`src/rtl/tune_pkg.sv`:
```
// Package: shared state encoding of the tuning sweep controller.
// Assumes: nothing beyond IEEE 1800-2017.
package tune_pkg;

    typedef enum logic [2:0] {
        ST_IDLE  = 3'd0,
        ST_TMO   = 3'd1,
        ST_APPLY = 3'd2,
        ST_CMD   = 3'd3,
        ST_FIND  = 3'd4,
        ST_FINAL = 3'd5,
        ST_DONE  = 3'd6
    } tune_state_t;

endpackage

```
`src/rtl/tune_step_ctr.sv`:
```
// Module: step and phase counters of the sweep.
// The step counter runs 0..NUM_STEPS-1. The phase counter wraps at PHASES, so
// the phase always equals step modulo PHASES without a divider.
// Assumes: clr and adv are never high together.
module tune_step_ctr #(
    parameter int NUM_STEPS = 40,
    parameter int PHASES    = 32,
    parameter int STEP_W    = $clog2(NUM_STEPS),
    parameter int PH_W      = $clog2(PHASES)
) (
    input  logic              clk,
    input  logic              rst_n,
    input  logic              clr,
    input  logic              adv,
    output logic [STEP_W-1:0] step,
    output logic [PH_W-1:0]   phase,
    output logic              last
);

    localparam logic [STEP_W-1:0] STEP_LAST  = STEP_W'(NUM_STEPS - 1);
    localparam logic [PH_W-1:0]   PHASE_LAST = PH_W'(PHASES - 1);

    // Purpose: clear on start, otherwise advance both counters together.
    always_ff @(posedge clk) begin
        if (!rst_n || clr) begin
            step  <= '0;
            phase <= '0;
        end else if (adv) begin
            step  <= step + 1'b1;
            phase <= (phase == PHASE_LAST) ? '0 : phase + 1'b1;
        end
    end

    // Purpose: flag the final step of the sweep.
    always_comb last = (step == STEP_LAST);

    assert_phase_tracks_step_R1 : assert property (@(posedge clk) disable iff (!rst_n)
        32'(phase) == (32'(step) % PHASES));

    assert_step_in_range_R1 : assert property (@(posedge clk) disable iff (!rst_n)
        32'(step) < NUM_STEPS);

endmodule

```
`src/rtl/tune_pass_mask.sv`:
```
// Module: per-phase pass/fail mask. A write replaces one bit, so a later visit
// to a phase overrides the earlier result in either direction.
// Assumes: clr has priority over wr.
module tune_pass_mask #(
    parameter int PHASES = 32,
    parameter int PH_W   = $clog2(PHASES)
) (
    input  logic              clk,
    input  logic              rst_n,
    input  logic              clr,
    input  logic              wr,
    input  logic [PH_W-1:0]   idx,
    input  logic              pass,
    output logic [PHASES-1:0] mask
);

    // Purpose: clear the mask on start, otherwise record one result per write.
    always_ff @(posedge clk) begin
        if (!rst_n || clr) begin
            mask <= '0;
        end else if (wr) begin
            mask[idx] <= pass;
        end
    end

    assert_clear_empties_R4 : assert property (@(posedge clk) disable iff (!rst_n)
        clr |=> (mask == '0));

    assert_write_lands_R3 : assert property (@(posedge clk) disable iff (!rst_n)
        (wr && !clr) |=> (mask[$past(idx)] == $past(pass)));

    assert_idle_holds_R3 : assert property (@(posedge clk) disable iff (!rst_n)
        (!wr && !clr) |=> $stable(mask));

endmodule

```
`src/rtl/tune_sweep_ctrl.sv`:
```
// Module: receive sample phase tuning sweep controller (top).
// Sequences timeout load, timing apply and tuning command for each sweep step,
// then best-phase search and a final apply of the chosen phase.
// Assumes: each agent raises its ack for one cycle and only while its request
// is high; cmd_pass, find_err and find_phase are valid with the ack.
module tune_sweep_ctrl #(
    parameter int NUM_STEPS = 40,
    parameter int PHASES    = 32,
    parameter int MODE_W    = 4,
    parameter int TMO_W     = 32,
    parameter int PH_W      = $clog2(PHASES)
) (
    input  logic              clk,
    input  logic              rst_n,
    input  logic              start,
    input  logic [MODE_W-1:0] bus_mode,
    output logic              tmo_load,
    output logic [TMO_W-1:0]  tmo_value,
    output logic              tmg_req,
    output logic [PH_W-1:0]   tmg_phase,
    output logic [MODE_W-1:0] tmg_mode,
    input  logic              tmg_ack,
    output logic              cmd_req,
    input  logic              cmd_ack,
    input  logic              cmd_pass,
    output logic              find_req,
    input  logic              find_ack,
    input  logic              find_err,
    input  logic [PH_W-1:0]   find_phase,
    output logic              busy,
    output logic              done,
    output logic              fail,
    output logic [PH_W-1:0]   phase,
    output logic [PHASES-1:0] mask
);
    import tune_pkg::*;

    localparam int STEP_W = $clog2(NUM_STEPS);

    tune_state_t       state_q;
    logic [MODE_W-1:0] mode_q;
    logic [PH_W-1:0]   sel_q;
    logic              done_q;
    logic              fail_q;
    logic              start_ok;
    logic              step_adv;
    logic              mask_wr;
    logic [STEP_W-1:0] step_cnt;
    logic [PH_W-1:0]   sweep_phase;
    logic              step_last;

    // Purpose: accept start only when no run is active.
    always_comb start_ok = start && ((state_q == ST_IDLE) || (state_q == ST_DONE));

    // Purpose: counter advance and mask write happen on each command ack.
    always_comb begin
        mask_wr  = (state_q == ST_CMD) && cmd_ack;
        step_adv = mask_wr && !step_last;
    end

    tune_step_ctr #(
        .NUM_STEPS (NUM_STEPS),
        .PHASES    (PHASES),
        .STEP_W    (STEP_W),
        .PH_W      (PH_W)
    ) u_steps (
        .clk   (clk),
        .rst_n (rst_n),
        .clr   (start_ok),
        .adv   (step_adv),
        .step  (step_cnt),
        .phase (sweep_phase),
        .last  (step_last)
    );

    tune_pass_mask #(
        .PHASES (PHASES),
        .PH_W   (PH_W)
    ) u_mask (
        .clk   (clk),
        .rst_n (rst_n),
        .clr   (start_ok),
        .wr    (mask_wr),
        .idx   (sweep_phase),
        .pass  (cmd_pass),
        .mask  (mask)
    );

    // Purpose: main sequencer and result registers.
    always_ff @(posedge clk) begin
        if (!rst_n) begin
            state_q <= ST_IDLE;
            mode_q  <= '0;
            sel_q   <= '0;
            done_q  <= 1'b0;
            fail_q  <= 1'b0;
        end else begin
            case (state_q)
                ST_IDLE, ST_DONE: begin
                    if (start_ok) begin
                        state_q <= ST_TMO;
                        mode_q  <= bus_mode;
                        sel_q   <= '0;
                        done_q  <= 1'b0;
                        fail_q  <= 1'b0;
                    end
                end
                ST_TMO:   state_q <= ST_APPLY;
                ST_APPLY: if (tmg_ack) state_q <= ST_CMD;
                ST_CMD: begin
                    if (cmd_ack) state_q <= step_last ? ST_FIND : ST_TMO;
                end
                ST_FIND: begin
                    if (find_ack) begin
                        if (find_err) begin
                            state_q <= ST_DONE;
                            done_q  <= 1'b1;
                            fail_q  <= 1'b1;
                            sel_q   <= '0;
                        end else begin
                            state_q <= ST_FINAL;
                            sel_q   <= find_phase;
                        end
                    end
                end
                ST_FINAL: begin
                    if (tmg_ack) begin
                        state_q <= ST_DONE;
                        done_q  <= 1'b1;
                    end
                end
                default: state_q <= ST_IDLE;
            endcase
        end
    end

    // Purpose: decode requests and results from state.
    always_comb begin
        tmo_load  = (state_q == ST_TMO);
        tmo_value = tmo_load ? '1 : '0;
        tmg_req   = (state_q == ST_APPLY) || (state_q == ST_FINAL);
        tmg_phase = (state_q == ST_FINAL) ? sel_q : sweep_phase;
        tmg_mode  = mode_q;
        cmd_req   = (state_q == ST_CMD);
        find_req  = (state_q == ST_FIND);
        busy      = (state_q != ST_IDLE) && (state_q != ST_DONE);
        done      = done_q;
        fail      = fail_q;
        phase     = sel_q;
    end

    assert_tmg_hold_R9 : assert property (@(posedge clk) disable iff (!rst_n)
        (tmg_req && !tmg_ack) |=> (tmg_req && $stable(tmg_phase)));

    assert_cmd_hold_R9 : assert property (@(posedge clk) disable iff (!rst_n)
        (cmd_req && !cmd_ack) |=> cmd_req);

    assert_find_hold_R9 : assert property (@(posedge clk) disable iff (!rst_n)
        (find_req && !find_ack) |=> find_req);

    assert_single_active_R9 : assert property (@(posedge clk) disable iff (!rst_n)
        $onehot0({tmo_load, tmg_req, cmd_req, find_req}));

    assert_tmo_then_apply_R2 : assert property (@(posedge clk) disable iff (!rst_n)
        tmo_load |=> tmg_req);

    assert_fail_has_done_R6 : assert property (@(posedge clk) disable iff (!rst_n)
        fail |-> done);

    assert_mode_steady_R8 : assert property (@(posedge clk) disable iff (!rst_n)
        busy |=> (!busy || $stable(tmg_mode)));

    assert_finish_after_apply_R5 : assert property (@(posedge clk) disable iff (!rst_n)
        (tmg_req && tmg_ack && !tmo_load && (state_q == ST_FINAL)) |=> (done && !fail));

endmodule

```
`config.mk`:
```
export PLATFORM = sky130hd
export DESIGN_NAME = tune_sweep_ctrl
export DESIGN_NICKNAME = d
export VERILOG_FILES = /design/src/rtl/tune_pkg.sv /design/src/rtl/tune_step_ctr.sv /design/src/rtl/tune_pass_mask.sv /design/src/rtl/tune_sweep_ctrl.sv
export SDC_FILE = /design/constraint.sdc
export NUM_CORES = 1
export LEC_CHECK = 0
export ABC_AREA = 1
export BUFFER_PORTS_ARGS = -buffer_cell sky130_fd_sc_hd__buf_2
export CORE_MARGIN = 4
export CORE_UTILIZATION = 45
export DETAILED_ROUTE_END_ITERATION = 16
export MAX_ROUTING_LAYER = met4
export PLACE_DENSITY = 0.75
export SYNTH_ARGS = -nofsm -noshare
export SYNTH_HDL_FRONTEND = slang
export SYNTH_SLANG_ARGS = --single-unit
```
`constraint.sdc`:
```
create_clock -name clk -period 1.8 [get_ports clk]
set_input_delay 0.09 -clock clk [delete_from_list [all_inputs] [get_ports clk]]
set_output_delay 0.09 -clock clk [all_outputs]
set_load 0.05 [all_outputs]
```
==> results of run 1 <==
[worst max-delay path: cells and delay by family (launching register included)]
family          cells  cell delay [ns]
buf+inv             1             0.28
simple gates        4             0.82
compound gates      1             0.12
flops               1             0.43
[through the flow]
| stage | setup slack [ns] | setup TNS [ns] | power (mW) |
|---|---|---|---|
| global placement | 0.1607 | 0 | 2.601 |
| finish | 0.07934 | 0 | 3.692 |
| global route | -0.1179 | -1.239 | 3.850 |
| floorplan | -0.1798 | -0.8992 | 2.554 |
| CTS | 0.04883 | 0 | 3.687 |
| detailed placement | 0.1569 | 0 | 2.605 |
[cells in the mapped netlist (6+ instances only)]
library cell / count
a21oi_1: 27
a21oi_2: 11
buf_2: 6
buf_4: 33
dfxtp_1: 57
ha_1: 6
inv_1: 33
nand2_1: 60
nand3_1: 42
nor2_1: 54
nor3_1: 19
o21ai_0: 40
[final timing paths]
kind / slack (ns) / endpoint / cells after the start / startpoint
max: 0.08 / u_mask.mask[0] / 6 / state_q[0]
max reg2reg: 0.08 / u_mask.mask[0] / 6 / state_q[0]
min: 0.02 / tmg_mode[3] / 3 / bus_mode[3]
min reg2reg: 0.46 / done / 2 / done
[layout by cell type (no fill, tap or decap), types with 4 or more instances in the layout]
cell type / n
o21ai_0: 37
nor3_1: 19
dfxtp_1: 56
nor2_4: 5
buf_4: 8
nand2_1: 60
a21oi_1: 27
nor2_1: 53
clkbuf_8: 10
buf_2: 96
a21oi_2: 11
inv_1: 32
nand3_1: 42
ha_1: 6
o21ai_1: 4
[sequential cells by signal, summed over array words and instances (netlist names)]
register / flops
u_mask.mask: 32
phase: 5
fail: 1
tmg_mode: 4
u_steps.phase: 5
state_q: 3
done: 1
u_steps.step: 6
[power groups by stage]
stage	Clock [mW]	Sequential (mW)	Combinational, mW
floorplan	0	1.48	1.08
global placement	0	1.37	1.24
detailed placement	0	1.37	1.24
CTS	1.11	1.34	1.24
global route	1.17	1.34	1.33
finish	1.09	1.34	1.27
[repair_timing]
item	CTS	global route
resized for setup	5	12
hold buffers	1	0
setup endpoints to repair	3	56
pin swaps	0	2
hold endpoints to repair	1	0
gates cloned	0	3
[metal layers]
metal	global-route usage	part of all wire	up-vias	routed length, µm
li1	-	-	1464	-
met4	0.1099	0.027	0	202
met5	-	0	-	0
met1	0.2466	0.45	1290	3306
met3	0.04004	0.049	21	359
met2	0.3032	0.47	88	3487
[area by class of cell]
class	count	area, µm²	share of cell area
Clock buffer	10	137.6	0.03917
Clock inverter	6	42.54	0.01211
Inverter	39	153.9	0.04380
Multi-Input combinational cell	271	1351	0.3846
Sequential cell	57	1142	0.3251
Tap cell	77	96.34	0.02742
Timing Repair Buffer	108	589.3	0.1677
[logic make-up (layout without fill, tap and decap cells)]
logic type,after synthesis,in the layout,synth area share
fa+ha+maj,6,6,0.02575
xor+xnor,2,2,0.006010
simple gates,180,183,0.2657
flops,57,57,0.3914
compound gates,80,80,0.1519
buf+inv,84,163,0.1592
==> out/metrics.csv, run 1 <==
stage,metric,value,unit
timing,final count of hold timing violations,0,
logic_synthesis,YS warnings,0,
power_and_ir_drop,total net switching power,1.605,mW
setup_path,list of cells traversed by the critical path,nand3_1 > nor2_2 > nand2_1 > inv_1 > a21oi_1 > nor3_1,
timing,setup violation total in the final timing report,0,
timing,peak clock frequency supported by timing,581.2,MHz
power_and_ir_drop,Switching Share,0.4347,
timing,final clock period utilization by the worst path,0.9559,
grt,global route total overflow,0,
logic_synthesis,Post-Syn Instances,409,
logic_synthesis,net count after synthesis,432,
cells_and_area,proportion of layout cells with a drive suffix above 1,0.3035,
timing,worst slew margin relative to its limit,0.6483,
clocking,TritonCTS clock tree,yes,
cells_and_area,area overhead of the layout relative to synthesis,20.52,%
place,Port-buffer cells,101,
timing,transition at the pin with the smallest max-transition slack,0.5275,ns
cells_and_area,number of nets in the final layout,509,
power_and_ir_drop,share of power burned in registers,0.363,
clocking,CTS sink count,57,
grt,wire length of the first global-routing pass,11.94,mm
detailed_routing,violation count after the first detailed-routing iteration,164,
cells_and_area,"Non-Filler Cell Area, Final",0.003513,mm²
die,number of cell rows,29,
detailed_routing,total via count in the routed design,2863,
logic_synthesis,synthesized area per cell,7.128,µm²
timing,min cycle time layout,1.721,ns
power_and_ir_drop,static leakage,1.681,nW
place,Placed Cells incl. Taps,548,
outcome,run status,completed,
detailed_routing,number of vias per cell,5.040,
logic_synthesis,register area share after synthesis,0.3914,
setup_path,library cell contributing the largest single delay on the critical path,dfxtp_1,
logic_synthesis,dominant cells by area after synthesis,"dfxtp_1 39%, buf_4 8.5%, nand2_1 7.7%, nand3_1 7.2%, nor2_1 7.0%",
place,final HPWL from detailed placement,5.353,mm
detailed_routing,Final Routed Wirelength,7.356,mm
place,routability cong.,0.9635,
logic_synthesis,Synth area leader,dfxtp_1,
power_and_ir_drop,internal power,2.087,mW
die,width of the die,88.49,µm
timing,max-slew violation count,0,
setup_path,largest fanout on the critical path,11,
timing,worst hold slack after final layout,0.01802,ns
logic_synthesis,register bit count reported by yosys,57,
logic_synthesis,number of enable flip-flop cells after synthesis,0,
clocking,worst-skew pair later-pin latency,0.34,ns
logic_synthesis,primary flip-flop cell chosen by synthesis mapping,dfxtp_1,
grt,number of antenna violations at the first check in global routing,0,
flow_run,max-cap violation count,0,
die,floorplan core area,0.006314,mm²
grt,total track usage,0.1992,
logic_synthesis,number of distinct standard cells referenced by the synthesized netlist,27,
detailed_routing,remaining design rule violation count,0,
timing,post-route clock skew,0.009409,ns
clocking,deepest clock path buffer count,2,
setup_path,crit path kind,register to register,
clocking,depth of the CTS H-tree,3,
setup_path,arrival time worst endpoint,1.96,ns
hold_path,path class of the lowest-slack min-delay path,primary input to register,
cells_and_area,non-filler instance count after layout,568,
power_and_ir_drop,Combinational Power Share,0.343,
timing,setup repair after global routing missed its margin,yes,
logic_synthesis,top-area cell type share of the netlist area,0.3914,
detailed_routing,drt wl/cell,12.95,µm
cells_and_area,final core area utilization,0.5565,
setup_path,Worst setup SP type,register,
detailed_routing,DRT antenna net count,0,
detailed_routing,DRT Pass-1 Iters,4,
die,vertical die dimension,88.49,µm
die,overall die area,0.007830,mm²
grt,vias in the first global route,2629,
power_and_ir_drop,clock network power share,0.294,
place,standard cell area after detailed placement,0.003267,mm²
setup_path,worst path required time,2.04,ns
clocking,TritonCTS Buffers,9,
clocking,clock-pin transition on the worst setup and hold timing paths,0.07,ns
setup_path,capturing element type of the critical path,register,
die,Boundary Pins,102,
clocking,Post-CTS Setup Inserts,0,
die,initial core utilization,0.4618,
power_and_ir_drop,power density relative to cell area,1051,mW/mm²
grt,largest net degree at the start of global routing,34,
power_and_ir_drop,peak supply drop,1.207,mV
setup_path,maximum single-stage delay on the critical path,0.43,ns
clocking,Root Buffer,clkbuf_8,
logic_synthesis,share of synthesized registers carrying an async set or reset,0,
cells_and_area,filler instances,617,
logic_synthesis,post-synthesis cell area,0.002915,mm²
cells_and_area,number of antenna repair diodes,0,
No activity file was read; power rests on OpenSTA's default activity.
==> inputs of run 2 (changes only) <==
--- a/config.mk
+++ b/config.mk
@@ -8,10 +8,12 @@
 export ABC_AREA = 1
 export BUFFER_PORTS_ARGS = -buffer_cell sky130_fd_sc_hd__buf_2
 export CORE_MARGIN = 4
-export CORE_UTILIZATION = 45
+export CORE_UTILIZATION = 50
+export CTS_BUF_LIST = sky130_fd_sc_hd__clkbuf_8
 export DETAILED_ROUTE_END_ITERATION = 16
 export MAX_ROUTING_LAYER = met4
-export PLACE_DENSITY = 0.75
+export PLACE_DENSITY = 0.79
+export REMOVE_ABC_BUFFERS = 1
 export SYNTH_ARGS = -nofsm -noshare
 export SYNTH_HDL_FRONTEND = slang
 export SYNTH_SLANG_ARGS = --single-unit
==> constraint.sdc (replaced) <==
create_clock -name clk -period 2 [get_ports clk]
set_input_delay 0.1 -clock clk [delete_from_list [all_inputs] [get_ports clk]]
set_output_delay 0.1 -clock clk [all_outputs]
set_load 0.05 [all_outputs]
==> run 2 against run 1 <==
Clock power barely moved. Largest power group unchanged. Sequential power fell by 10%. Via count rose by 1.3%. Cell count fell by 1.8%. Fmax fell by 1.5%. Die area fell by 9.1%. Hold slack improved by 0.0020 ns. Combinational power fell by 12%. Count of clock-buffer cells in the layout rose by 1. Sequential share of layout area rose by 0.49 points. Register-to-register slack improved by 0.17 ns. Critical endpoint is now u_mask.mask[11]. Largest cell class unchanged.
==> out/metrics.csv, run 2 (synthesized netlist as in run 1, its figures left out) <==
stage,metric,value,unit
outcome,run status,completed,
power_and_ir_drop,peak supply drop,0.7578,mV
grt,wire length of the first global-routing pass,12.51,mm
detailed_routing,DRT antenna net count,0,
cells_and_area,"Non-Filler Cell Area, Final",0.003457,mm²
power_and_ir_drop,static leakage,1.685,nW
cells_and_area,number of antenna repair diodes,0,
setup_path,Worst setup SP type,register,
clocking,TritonCTS Buffers,9,
clocking,CTS sink count,57,
power_and_ir_drop,power density relative to cell area,991.1,mW/mm²
place,final HPWL from detailed placement,5.528,mm
cells_and_area,non-filler instance count after layout,558,
timing,min cycle time layout,1.748,ns
detailed_routing,drt wl/cell,13.35,µm
timing,worst slew margin relative to its limit,0.6375,
power_and_ir_drop,total net switching power,1.402,mW
timing,worst-case setup margin in the final layout,0.2523,ns
clocking,clock-pin transition on the worst setup and hold timing paths,0.07,ns
cells_and_area,number of nets in the final layout,504,
setup_path,crit path kind,register to register,
clocking,worst-skew pair later-pin latency,0.34,ns
place,"worst slack, placed",0.2785,ns
place,Placed Cells incl. Taps,541,
detailed_routing,Final Routed Wirelength,7.448,mm
grt,vias in the first global route,2767,
grt,largest net degree at the start of global routing,34,
place,Port-buffer cells,101,
timing,max-slew violation count,0,
flow_run,max-cap violation count,0,
setup_path,largest fanout on the critical path,11,
detailed_routing,DRT Pass-1 Iters,5,
grt,total track usage,0.2220,
place,standard cell area after detailed placement,0.003238,mm²
timing,post-route clock skew,0.006618,ns
setup_path,arrival time worst endpoint,2.02,ns
die,overall die area,0.007117,mm²
die,floorplan core area,0.005574,mm²
die,width of the die,84.36,µm
clocking,TritonCTS clock tree,yes,
place,routability cong.,0.8857,
timing,worst hold slack after final layout,0.01998,ns
detailed_routing,number of vias per cell,5.195,
cells_and_area,most used cells in the layout excluding fill and tap cells,"100 x buf_2, 60 x nand2_1, 57 x dfxtp_1, 54 x nor2_1, 42 x nand3_1",
clocking,deepest clock path buffer count,2,
cells_and_area,area overhead of the layout relative to synthesis,18.58,%
cells_and_area,Largest Register,u_mask.mask,
timing,final clock period utilization by the worst path,0.8738,
detailed_routing,total via count in the routed design,2899,
power_and_ir_drop,"sum of internal, switching and leakage power",3.426,mW
timing,final count of hold timing violations,0,
clocking,Post-CTS Setup Inserts,0,
cells_and_area,"most common cell after layout, fill and taps aside",buf_2,
power_and_ir_drop,share of power burned in registers,0.352,
timing,setup repair after global routing missed its margin,no,
grt,global route total overflow,0,
detailed_routing,violation count after the first detailed-routing iteration,144,
die,initial core utilization,0.5230,
die,number of cell rows,27,
clocking,Root Buffer,clkbuf_8,
hold_path,path class of the lowest-slack min-delay path,primary input to register,
timing,peak clock frequency supported by timing,572.2,MHz
cells_and_area,proportion of layout cells with a drive suffix above 1,0.2860,
die,Boundary Pins,102,
power_and_ir_drop,Switching Share,0.4091,
detailed_routing,remaining design rule violation count,0,
power_and_ir_drop,Combinational Power Share,0.328,
die,vertical die dimension,84.36,µm
grt,number of antenna violations at the first check in global routing,0,
setup_path,capturing element type of the critical path,register,
clocking,depth of the CTS H-tree,3,
setup_path,worst path required time,2.27,ns
cells_and_area,largest registers ranked by flip-flop count,"u_mask.mask (32), u_steps.step (6)",
timing,setup violation total in the final timing report,0,
timing,transition at the pin with the smallest max-transition slack,0.5438,ns
power_and_ir_drop,internal power,2.025,mW
power_and_ir_drop,clock network power share,0.320,
cells_and_area,flip-flop count of the largest register after layout,32,
[run 2: cell types whose count changed in the layout (fill, tap and decap cells not counted), moves of 2 or more]
cell	change
o21ai_0	+2
clkinv_2	-2
buf_4	-5
nor2_4	-4
o21ai_1	-2
inv_1	+2
clkinvlp_4	-2
buf_2	+4
[run 2: per-layer routing]
metal / vias to the layer above / GRT usage / share of wire
met2: 160 / 0.3630 / 0.46
met3: 8 / 0.07851 / 0.11
met4: 0 / 0.08201 / 0.0097
li1: 1448 / - / -
met5: - / - / 0
met1: 1283 / 0.2505 / 0.42
[run 2: worst max-delay path: stages, from the launching register on]
cell	delay, ns
dfxtp_1	0.42
nand3_1	0.17
nor2_2	0.21
nand2_1	0.29
inv_1	0.27
nand3_1	0.15
a21oi_2	0.18
[run 2: worst paths after layout]
check,start,end,slack (ns),cells past startpoint
setup / recovery,state_q[1],u_mask.mask[11],0.25,6
hold / removal,bus_mode[0],tmg_mode[0],0.02,3
setup reg to reg,state_q[1],u_mask.mask[11],0.25,6
hold reg to reg,done,done,0.47,2
[run 2: through the flow]
| stage | setup TNS [ns] | utilization |
|---|---|---|
| 4_1_cts | 0 | 0.6198 |
| 5_1_grt | 0 | 0.6202 |
| 6_report | 0 | 0.6202 |
| 3_5_place_dp | 0 | 0.5809 |
| 3_3_place_gp | 0 | 0.5809 |
| 2_1_floorplan | -614.20 | - |
[run 2: power groups by stage]
stage | Combinational, mW | Clock, mW | Sequential [mW]
6_report | 1.12 | 1.10 | 1.20
5_1_grt | 1.18 | 1.19 | 1.21
4_1_cts | 1.13 | 1.13 | 1.20
3_5_place_dp | 1.12 | 0 | 1.23
3_3_place_gp | 1.12 | 0 | 1.23
2_1_floorplan | 0.379 | 0 | 1.33
[run 2: cell type report]
| class | count | area (µm²) |
|---|---|---|
| fillers | 527 | 2117 |
| repair buffers | 106 | 560.5 |
| inverters | 39 | 148.9 |
| clock inverters | 5 | 55.05 |
| flip-flops and latches | 57 | 1141 |
| multi-input cells | 268 | 1310 |
| well taps | 72 | 90.09 |
| clock buffers | 11 | 151.4 |
[run 2: timing repair]
| item | CTS | global route |
|---|---|---|
| hold endpoints to repair | 1 | 0 |
| hold buffers | 1 | 0 |
| setup endpoints to repair | 0 | 5 |
| gates resized for setup | 0 | 3 |
